`src/rtl/sdram_mon_pkg.sv`:
```
// Package: shared codes for the SDRAM command monitor.
// Assumes: four-bit command code, three-bit bank state and reason codes.
package sdram_mon_pkg;

    typedef enum logic [3:0] {
        CMD_DESL    = 4'd0,
        CMD_NOP     = 4'd1,
        CMD_BST     = 4'd2,
        CMD_RD      = 4'd3,
        CMD_RDA     = 4'd4,
        CMD_WR      = 4'd5,
        CMD_WRA     = 4'd6,
        CMD_ACT     = 4'd7,
        CMD_PRE     = 4'd8,
        CMD_PALL    = 4'd9,
        CMD_REF     = 4'd10,
        CMD_MRS     = 4'd11,
        CMD_MRS_BAD = 4'd12
    } cmd_e;

    typedef enum logic [2:0] {
        BS_IDLE   = 3'd0,
        BS_PRECH  = 3'd1,
        BS_ACTIVE = 3'd2,
        BS_READ   = 3'd3,
        BS_WRITE  = 3'd4
    } bank_st_e;

    typedef enum logic [2:0] {
        RSN_NONE        = 3'd0,
        RSN_PRECHARGING = 3'd1,
        RSN_IDLE_BANK   = 3'd2,
        RSN_ROW_OPEN    = 3'd3,
        RSN_NO_BURST    = 3'd4,
        RSN_NOT_IDLE    = 3'd5,
        RSN_BAD_MRS     = 3'd6
    } rsn_e;

endpackage

```
`src/rtl/sdram_cmd_decode.sv`:
```
// Module: sdram_cmd_decode
// Purely combinational decoding of one cycle of SDRAM command pins into a
// command code. Assumes the auto-precharge / all-bank flag is address bit 10
// and that clock-enable low means the cycle carries no command.
module sdram_cmd_decode
    import sdram_mon_pkg::*;
#(
    parameter int ADDR_W = 11,
    parameter int BA_W   = 2
) (
    input  logic              cke_i,
    input  logic              cs_n_i,
    input  logic              ras_n_i,
    input  logic              cas_n_i,
    input  logic              we_n_i,
    input  logic [BA_W-1:0]   ba_i,
    input  logic [ADDR_W-1:0] addr_i,
    output cmd_e              cmd_o,
    output logic              ap_o
);
    localparam int AP_BIT = 10;

    assign ap_o = addr_i[AP_BIT];

    // Map the strobe pattern, qualified by bit 10, onto a command code.
    always_comb begin
        cmd_o = CMD_DESL;
        if (cke_i && !cs_n_i) begin
            case ({ras_n_i, cas_n_i, we_n_i})
                3'b111:  cmd_o = CMD_NOP;
                3'b110:  cmd_o = CMD_BST;
                3'b101:  cmd_o = ap_o ? CMD_RDA : CMD_RD;
                3'b100:  cmd_o = ap_o ? CMD_WRA : CMD_WR;
                3'b011:  cmd_o = CMD_ACT;
                3'b010:  cmd_o = ap_o ? CMD_PALL : CMD_PRE;
                3'b001:  cmd_o = CMD_REF;
                default: cmd_o = ((ba_i == '0) && !ap_o) ? CMD_MRS : CMD_MRS_BAD;
            endcase
        end
    end
endmodule

```
`src/rtl/sdram_bank_tracker.sv`:
```
// Module: sdram_bank_tracker
// State of one SDRAM bank plus its burst / precharge timer. It reports why a
// command aimed at this bank would be illegal, and it updates only when the
// top level says the current command is legal (go_i). Assumes sel_i marks
// the bank addressed by the command and ap_i is its auto-precharge flag.
module sdram_bank_tracker
    import sdram_mon_pkg::*;
#(
    parameter int BURST_LEN = 4,
    parameter int PRE_CLKS  = 3
) (
    input  logic     clk,
    input  logic     rst_n,
    input  cmd_e     cmd_i,
    input  logic     sel_i,
    input  logic     ap_i,
    input  logic     go_i,
    output bank_st_e state_o,
    output rsn_e     rsn_o
);
    localparam int MAX_CNT = (BURST_LEN > PRE_CLKS) ? BURST_LEN : PRE_CLKS;
    localparam int CNT_W   = $clog2(MAX_CNT + 1);
    localparam logic [CNT_W-1:0] BURST_LAST = CNT_W'(BURST_LEN - 1);
    localparam logic [CNT_W-1:0] PRE_LAST   = CNT_W'(PRE_CLKS - 1);

    bank_st_e         state_q, state_d;
    logic [CNT_W-1:0] cnt_q, cnt_d;
    logic             ap_q, ap_d;
    logic             is_col, is_rd, row_open, bursting;

    assign is_col   = (cmd_i == CMD_RD) || (cmd_i == CMD_RDA) ||
                      (cmd_i == CMD_WR) || (cmd_i == CMD_WRA);
    assign is_rd    = (cmd_i == CMD_RD) || (cmd_i == CMD_RDA);
    assign bursting = (state_q == BS_READ) || (state_q == BS_WRITE);
    assign row_open = bursting || (state_q == BS_ACTIVE);
    assign state_o  = state_q;

    // Judge a bank-targeted command against this bank's state.
    always_comb begin
        rsn_o = RSN_NONE;
        if (is_col) begin
            if (state_q == BS_PRECH)     rsn_o = RSN_PRECHARGING;
            else if (state_q == BS_IDLE) rsn_o = RSN_IDLE_BANK;
        end else if (cmd_i == CMD_ACT) begin
            if (state_q == BS_PRECH) rsn_o = RSN_PRECHARGING;
            else if (row_open)       rsn_o = RSN_ROW_OPEN;
        end
    end

    // Timer tick first, then a legal command overrides it.
    always_comb begin
        state_d = state_q;
        cnt_d   = cnt_q;
        ap_d    = ap_q;
        case (state_q)
            BS_PRECH: begin
                if (cnt_q == '0) state_d = BS_IDLE;
                else             cnt_d   = cnt_q - 1'b1;
            end
            BS_READ, BS_WRITE: begin
                if (cnt_q == '0) begin
                    if (ap_q) begin
                        state_d = BS_PRECH;
                        cnt_d   = PRE_LAST;
                    end else begin
                        state_d = BS_ACTIVE;
                    end
                end else begin
                    cnt_d = cnt_q - 1'b1;
                end
            end
            default: ;
        endcase
        if (go_i) begin
            if (sel_i && (cmd_i == CMD_ACT)) begin
                state_d = BS_ACTIVE;
            end else if (sel_i && is_col) begin
                state_d = is_rd ? BS_READ : BS_WRITE;
                cnt_d   = BURST_LAST;
                ap_d    = ap_i;
            end else if (row_open && ((sel_i && (cmd_i == CMD_PRE)) || (cmd_i == CMD_PALL))) begin
                state_d = BS_PRECH;
                cnt_d   = PRE_LAST;
            end else if (bursting && (cmd_i == CMD_BST)) begin
                state_d = BS_ACTIVE;
            end else if (bursting && is_col && !sel_i) begin
                if (ap_q) begin
                    state_d = BS_PRECH;
                    cnt_d   = PRE_LAST;
                end else begin
                    state_d = BS_ACTIVE;
                end
            end
        end
    end

    // State registers with synchronous active-low reset.
    always_ff @(posedge clk) begin
        if (!rst_n) begin
            state_q <= BS_IDLE;
            cnt_q   <= '0;
            ap_q    <= 1'b0;
        end else begin
            state_q <= state_d;
            cnt_q   <= cnt_d;
            ap_q    <= ap_d;
        end
    end


    idle_exit_chk: assert property (@(posedge clk) disable iff (!rst_n)
        (state_q == BS_IDLE) |=> (state_q inside {BS_IDLE, BS_ACTIVE}));


    prech_hold_chk: assert property (@(posedge clk) disable iff (!rst_n)
        (state_q == BS_PRECH) |=> (state_q inside {BS_PRECH, BS_IDLE}));


    prech_entry_chk: assert property (@(posedge clk) disable iff (!rst_n)
        ((state_q == BS_PRECH) && ($past(state_q) != BS_PRECH))
        |-> ($past(state_q) inside {BS_ACTIVE, BS_READ, BS_WRITE}));


    burst_exit_chk: assert property (@(posedge clk) disable iff (!rst_n)
        ((state_q == BS_READ) || (state_q == BS_WRITE)) |=> (state_q != BS_IDLE));
endmodule

```
`src/rtl/sdram_cmd_monitor.sv`:
```
// Module: sdram_cmd_monitor
// Passive monitor of a multi-bank SDRAM command bus. It decodes each cycle,
// tracks every bank and flags commands illegal in the current state. Assumes
// the pins are sampled on the rising clock edge and gaps are checked elsewhere.
module sdram_cmd_monitor
    import sdram_mon_pkg::*;
#(
    parameter int NUM_BANKS = 4,
    parameter int ADDR_W    = 11,
    parameter int BURST_LEN = 4,
    parameter int PRE_CLKS  = 3
) (
    input  logic                   clk,
    input  logic                   rst_n,
    input  logic                   cke_i,
    input  logic                   cs_n_i,
    input  logic                   ras_n_i,
    input  logic                   cas_n_i,
    input  logic                   we_n_i,
    input  logic [1:0]             ba_i,
    input  logic [ADDR_W-1:0]      addr_i,
    output logic [3:0]             cmd_o,
    output logic [1:0]             cmd_bank_o,
    output logic [ADDR_W-1:0]      cmd_addr_o,
    output logic [3*NUM_BANKS-1:0] bank_state_o,
    output logic                   viol_o,
    output logic [2:0]             viol_code_o
);
    localparam int BA_W = $clog2(NUM_BANKS);

    cmd_e     cmd_d;
    logic     ap_d;
    bank_st_e st   [NUM_BANKS];
    rsn_e     rsn  [NUM_BANKS];
    rsn_e     rsn_c;
    logic     go, all_idle, any_burst, targeted;
    cmd_e     cmd_q;
    rsn_e     code_q;

    sdram_cmd_decode #(.ADDR_W(ADDR_W), .BA_W(2)) u_decode (
        .cke_i   (cke_i),
        .cs_n_i  (cs_n_i),
        .ras_n_i (ras_n_i),
        .cas_n_i (cas_n_i),
        .we_n_i  (we_n_i),
        .ba_i    (ba_i),
        .addr_i  (addr_i),
        .cmd_o   (cmd_d),
        .ap_o    (ap_d)
    );

    for (genvar b = 0; b < NUM_BANKS; b++) begin : g_bank
        sdram_bank_tracker #(.BURST_LEN(BURST_LEN), .PRE_CLKS(PRE_CLKS)) u_bank (
            .clk     (clk),
            .rst_n   (rst_n),
            .cmd_i   (cmd_d),
            .sel_i   (ba_i[BA_W-1:0] == BA_W'(b)),
            .ap_i    (ap_d),
            .go_i    (go),
            .state_o (st[b]),
            .rsn_o   (rsn[b])
        );
        assign bank_state_o[3*b +: 3] = st[b];
    end

    // Array-wide conditions used by refresh, mode set and burst stop.
    always_comb begin
        all_idle  = 1'b1;
        any_burst = 1'b0;
        for (int i = 0; i < NUM_BANKS; i++) begin
            all_idle  = all_idle && (st[i] == BS_IDLE);
            any_burst = any_burst || (st[i] == BS_READ) || (st[i] == BS_WRITE);
        end
    end

    assign targeted = cmd_d inside {CMD_RD, CMD_RDA, CMD_WR, CMD_WRA, CMD_ACT, CMD_PRE};

    // Pick the verdict: addressed bank for bank commands, array for the rest.
    always_comb begin
        rsn_c = RSN_NONE;
        if (targeted) begin
            rsn_c = rsn[ba_i[BA_W-1:0]];
        end else begin
            case (cmd_d)
                CMD_BST:          if (!any_burst) rsn_c = RSN_NO_BURST;
                CMD_REF, CMD_MRS: if (!all_idle)  rsn_c = RSN_NOT_IDLE;
                CMD_MRS_BAD:      rsn_c = RSN_BAD_MRS;
                default:          ;
            endcase
        end
    end

    assign go = (rsn_c == RSN_NONE);

    // Register the decoded command and the violation report.
    always_ff @(posedge clk) begin
        if (!rst_n) begin
            cmd_q      <= CMD_DESL;
            cmd_bank_o <= '0;
            cmd_addr_o <= '0;
            viol_o     <= 1'b0;
            code_q     <= RSN_NONE;
        end else begin
            cmd_q      <= cmd_d;
            cmd_bank_o <= ba_i;
            cmd_addr_o <= addr_i;
            viol_o     <= !go;
            code_q     <= rsn_c;
        end
    end

    assign cmd_o       = cmd_q;
    assign viol_code_o = code_q;


    desl_quiet_chk: assert property (@(posedge clk) disable iff (!rst_n)
        (cmd_o == CMD_DESL) |-> !viol_o);


    ref_all_idle_chk: assert property (@(posedge clk) disable iff (!rst_n)
        ((cmd_o inside {CMD_REF, CMD_MRS}) && !viol_o) |-> all_idle);
endmodule

```
`config.mk`:
```
export PLATFORM = sky130hd
export DESIGN_NAME = sdram_cmd_monitor
export DESIGN_NICKNAME = d
export VERILOG_FILES = /design/src/rtl/sdram_mon_pkg.sv /design/src/rtl/sdram_cmd_decode.sv /design/src/rtl/sdram_bank_tracker.sv /design/src/rtl/sdram_cmd_monitor.sv
export SDC_FILE = /design/constraint.sdc
export NUM_CORES = 1
export LEC_CHECK = 0
export BUFFER_PORTS_ARGS = -buffer_cell sky130_fd_sc_hd__buf_2
export CAP_MARGIN = 0
export CORE_ASPECT_RATIO = 1.4
export CORE_UTILIZATION = 50
export DETAILED_ROUTE_END_ITERATION = 7
export PLACE_DENSITY = 0.72
export SLEW_MARGIN = 10
export SYNTH_ARGS = -nofsm -noshare
export SYNTH_HDL_FRONTEND = slang
export SYNTH_SLANG_ARGS = --single-unit
```
`constraint.sdc`:
```
create_clock -name clk -period 3.3 [get_ports clk]
set_input_delay 0.825 -clock clk [delete_from_list [all_inputs] [get_ports clk]]
set_output_delay 0.825 -clock clk [all_outputs]
set_load 0.02 [all_outputs]
```
After elaboration in Yosys (flattened, before gate mapping)
Cells that the tools add are included.
{ "totals": {"wordCells": 267, "ff_bits": 49, "output_inout_bits": 33, "in_bits": 20} }
{ "classes": {"magnitude_cmp": 1, "eq_ne": 37, "add_sub_neg": 4, "bitwise": 5, "muxes": 122, "n_reduce_logical": 81} }
{ "op_table": {"columns": ["op", "count"], "rows": [
  ["$mux W3", 96],
  ["$pmux W3 S2", 8],
  ["$logic_and A1 B1 Y1", 33],
  ["$eq A3 B2 Y1 const B", 10],
  ["$pmux W4 S7", 1],
  ["$logic_not A3 Y1", 9],
  ["$mux W2", 13],
  ["$eq A3 B3 Y1 const B", 8],
  ["$logic_or A1 B1 Y1", 21],
  ["$eq A4 B4 Y1 const B", 5],
  ["$eq A4 B3 Y1 const B", 4],
  ["$eq A3 B1 Y1 const B", 5],
  ["$reduce_and A3 Y1", 4],
  ["$sub A3 B1 Y3 const B", 4],
  ["$reduce_or A2 Y1", 5],
  ["$pmux W3 S3", 1],
  ["$eq A4 B2 Y1 const B", 2],
  ["$logic_not A1 Y1", 7],
  ["$bmux W3 S2", 1],
  ["$reduce_bool A6 Y1", 1],
  ["$eq A2 B2 Y1 const B", 2],
  ["$mux W4", 1],
  ["$not A1 Y1", 4],
  ["$ge A3 B3 Y1 const B", 1],
  ["other kinds (4)", 4]
]} }

Longest topological paths before layout
{ "depth": {"ltp_word": 17, "mapped_depth": 10} }

Cells and area by module
A second synthesis with hierarchy kept.
{ "hier_totals": {"cells_unflattened": 521, "area_unflattened_um2": 4042.6} }
{ "modules_own_cells": {"columns": ["module", "instances", "seq_area_each_um2", "cells_per_inst", "area_each_um2"], "rows": [
  ["sdram_bank_tracker", 4, 140.1, 104, 755.7],
  ["sdram_cmd_monitor", 1, 420.4, 84, 877.1],
  ["sdram_cmd_decode", 1, 0.0, 21, 142.6]
]} }

Worst setup path before layout
Ideal clock, no wire load.
{ "synth_timing": {"path_type": "input port to flip-flop", "startpoint": "input we_n_i", "endpoint": "register g_bank[0].u_bank.state_q[2]", "path_slack_ps": 868, "path_stages": 8, "required_time_ps": 3184, "arrival_time_ps": 2316, "path_cell_list": "buf_2 and2b_1 nand2_1 a311oi_2 o2bb2ai_2 and3_4 buf_6 a41o_1"} }
{ "synth_via": {"elab_chain_cells": 15, "word_cells_on_any_way": 54} }
{ "synth_rtl": {"columns": ["item", "line_no", "source"], "rows": [
  ["start, declared", "sdram_cmd_monitor.sv:19", "input logic we_n_i,"],
  ["$eq A3 B1 Y1 (tied with other cells)", "sdram_cmd_decode.sv:29", "case ({ras_n_i, cas_n_i, we_n_i})"],
  ["$pmux W4 S7 *", "sdram_cmd_decode.sv:29", null],
  ["$mux W4 *", "sdram_cmd_decode.sv:28", "if (cke_i && !cs_n_i) begin"],
  ["parallel branches: the longest is 11 deep, another holds $eq A4 B2 Y1", null, null],
  ["$mux W3 *", "sdram_bank_tracker.sv:74", "if (go_i) begin"],
  ["end signal, assigned", "sdram_bank_tracker.sv:104", "state_q <= state_d;"],
  ["end, declared", "sdram_bank_tracker.sv:26", "bank_st_e state_q, state_d;"]
]} }
Every way passes the cells marked *. The select of a mux whose other input is x is not followed.
A chain may end at the register's enable or synchronous reset.

Worst setup path in the final report
{ "layout_timing": {"startpoint": "input we_n_i", "endpoint": "register g_bank[1].u_bank.state_q[1]"} }
{ "layout_via": {"elab_chain_cells": 15, "word_cells_on_any_way": 54} }
{ "layout_rtl": {"columns": ["item", "line_no"], "rows": [
  ["$eq A3 B1 Y1 (tied with other cells)", "sdram_cmd_decode.sv:29"],
  ["$pmux W4 S7 *", "sdram_cmd_decode.sv:29"],
  ["$mux W4 *", "sdram_cmd_decode.sv:28"],
  ["parallel branches: the longest is 11 deep, another holds $eq A4 B2 Y1", null],
  ["$mux W3 *", "sdram_bank_tracker.sv:74"],
  ["end signal, assigned", "sdram_bank_tracker.sv:104"],
  ["end, declared", "sdram_bank_tracker.sv:26"]
]} }
Marked as above.

==> results.toml <==
[status]
status = "finished, violations left"
violations = "DRC"

[timing]
fin_crit_sh_pct = 83.5
layout_min_cycle_time_ns = 2.76
max_freq_ghz = 0.363
slew_violations = 0
max_slew_margin_pct = 51.8
rsz0062_at_grt = "false"
hold_viol_final = 0
totalNegativeSetupSlack_ns = 0
skew_ns = 0.00644
worst_pin_slew_ns = 0.716
setup_viol = 0

[clock_tree]
cts_hold_buf = 0
cts_root_buf = "clkbuf_8"
post_cts_buffers = 0
clk_latency_ns = 0.31
clkTransAtPathRegs_ns = 0.10
ctsLongestPathBuffers = 2
htree_levels = 2
cts_buffers = 5
cts_tree = "yes"
clock_sink_count = 49
cts_resized = 0

[synthesis]
ys_ff_latch = 49
synth_ff_type = "dfxtp_1"
synth_fp_nets = 465
syn_area_um2 = 3360
synth.area.top_cells = "dfxtp_1 29%, nand2_1 5.0%, a21oi_1 4.8%"
synthTopCellsByCount = "49 x dfxtp_1, 45 x nand2_1, 39 x nor2_1, 32 x a21oi_1, 32 x o21ai_0"
synth_edf_count = 0
ys_warn_count = 0
async_flop_share_pct = 0
synth.distinct_cells = 71
synthCells = 437
synth_most_common_cell = "dfxtp_1"
synth_top_cell_by_area = "dfxtp_1"
seq_area_frac_synth_pct = 29.2
yosysTopAreaCellShare_pct = 29.2
syn_avg_cell_area_um2 = 7.68

[worst_setup_path]
path_buf_inv = 1
critical_path_required_ns = 3.56
critPathKind = "input port to register"
critical_path.cell_chain = "buf_2 -> nand3b_1 -> a21oi_2 -> o311a_1 -> o2bb2ai_2 -> nand3_2 -> o221ai_1 -> o311a_1"
cp.depth = 8
startpoint_type = "input port"
cp_common_cell = "o311a_1"
end_kind = "register"
crit_family = "compound AO/OA/AOI/OAI gates"
r2r_cells = 7
slowest_stage = "nand3_2"
arrival_ns = 3.01
r2r_end = "g_bank[1].u_bank.state_o[1]"
endpoint = "g_bank[1].u_bank.state_o[1]"
regToRegStartpoint = "g_bank[2].u_bank.state_o[2]"
critPathLaunch = "we_n_i"
crit_path_max_incr_delay_ns = 0.43
regToRegSetupSlack_ns = 0.65
critPathMaxFanout = 23

[drt]
drtPass1Iterations = 8
dr_total_vias = 3394
ant_nets = 0
totalWireLength_mm = 8.96
route.detailed.drc = 8
vias_per_cell = 6.24
wl_per_cell_um = 16.5
drt_iter0_drc = 380

[placement]
io_buffers = 52
place_congestion = 0.924
dp_hpwl_mm = 6.68
dpl_cell_area_um2 = 3560

[pwr]
leakagePower_nw = 1.47
p_per_area_nw_per_um2 = 348
max-vdd-ir-drop_mv = 0.227

[flow_run]
cap_violations = 0

[global_routing]
antenna_found_initial = 0
grt_pass1_wl_mm = 14.7
gr-total-overflow = 0
grt_start_max_net_pins = 36
first_global_vias = 3087
track_usage_pct = 26.2

[hold_path]
min_path_type = "register to register"
hold_depth = 2

[floorplan]
start_util_pct = 51.5
fp-row-count = 35
die_x_um = 71.3
core-area_um2 = 6530
ios = 53
dieArea_um2 = 7050
die_y_um = 99.0

[final_layout]
syn_to_final_growth_pct = 8.68
antenna_cells = 0
final_area_um2 = 3650
nets = 497
drive_gt1_share_pct = 18.5
seq_area_um2 = 981
fillers = 626
fin_util_pct = 55.9
multiInputGateArea_um2 = 2130
-- routing by layer --
layer / global-route usage, % / vias to the layer above / wire length, um
li1: - / 1638 / -
met1: 30.8 / 1556 / 3560
met2: 44.4 / 157 / 4450
met3: 4.60 / 43 / 523
met4: 14.5 / 0 / 429
met5: 0 / - / 0
-- final cells by class --
class,count,share of cell area [%]
sequential,49,26.9
clock inverter,3,0.686
clock buffer,5,1.89
timing repair buffer,56,7.95
inverter,17,1.75
tap,74,2.54
multi-input combinational,340,58.3
-- report_power, final --
part | switching (W) | total, W | internal [W]
Clock | 0.000221 | 0.000375 | 0.000153
Combinational | 0.000168 | 0.000256 | 0.0000885
Sequential | 0.0000276 | 0.000641 | 0.000613
Total | 0.000416 | 0.00127 | 0.000855
-- placed cells by master, fill, tap and decap left out, types with 3 or more instances in the layout --
cell type,netlist,routed
clkbuf_8,0,5
a211oi_1,5,5
o311a_1,4,4
mux2i_1,6,6
a31oi_1,8,8
o21ai_0,32,32
nor3_1,12,12
o21ai_1,5,5
or3_1,3,3
and2_1,15,15
buf_2,13,52
nand2b_1,21,21
o221ai_1,4,4
and3_1,4,4
nor2b_1,10,10
o21ai_2,3,3
nand3_1,7,7
nand2_1,45,45
a21oi_1,32,32
o211ai_1,8,8
buf_4,4,4
inv_1,16,16
nor2_1,39,39
ha_1,8,8
a22oi_1,4,4
o21a_1,5,5
nand3b_1,3,3
dfxtp_1,49,49
a21oi_2,3,3
o31ai_1,4,4
-- how the worst min path moves through the flow --
stage                                         start                        end  slack (ns)
after floorplan           g_bank[2].u_bank.cnt_q[2]  g_bank[2].u_bank.cnt_q[2]        0.45
after global placement    g_bank[2].u_bank.cnt_q[2]  g_bank[2].u_bank.cnt_q[2]        0.46
after detailed placement  g_bank[2].u_bank.cnt_q[2]  g_bank[2].u_bank.cnt_q[2]        0.47
after CTS                 g_bank[2].u_bank.cnt_q[2]  g_bank[2].u_bank.cnt_q[2]        0.49
after global routing      g_bank[2].u_bank.cnt_q[2]  g_bank[2].u_bank.cnt_q[2]        0.52
final                     g_bank[2].u_bank.cnt_q[2]  g_bank[2].u_bank.cnt_q[2]        0.49
-- kinds of logic (layout without fill, tap and decap cells) --
family,count (synthesis),in the layout,synth area share (%)
compound gates,141,141,28.8
xor+xnor,1,1,0.261
fa+ha+maj,8,8,2.98
buf+inv,48,81,7.41
flops,49,49,29.2
mux,7,7,2.12
simple gates,183,183,29.2
-- per-stage QoR --
step                      std cells  hold WS, ns  total power (W)  setup slack, ns
final                           544        0.490          0.00127            0.544
after floorplan                 437        0.453         0.000841            0.868
after global routing            544        0.520          0.00133            0.349
after global placement          536        0.463         0.000902            0.298
after detailed placement        536        0.473         0.000907            0.249
after CTS                       544        0.490          0.00128            0.597
-- sequential cells by signal, summed over array words and instances (netlist names) --
name and flops:
g_bank.u_bank.cnt_q 12, g_bank.u_bank.state_o 12, cmd_addr_o 11, cmd_o 4, g_bank.u_bank.ap_q 4, viol_code_o 3, cmd_bank_o 2, viol_o 1
-- worst reg2reg max path, cell delays in order, from the launching register on --
cell and delay [ns]:
dfxtp_1 0.60, or3b_4 0.47, o21ai_2 0.14, nor4_1 0.17, nor3_4 0.20, nand3_2 0.44
o221ai_1 0.38, o311a_1 0.20
(Power assumes the default switching activity.)
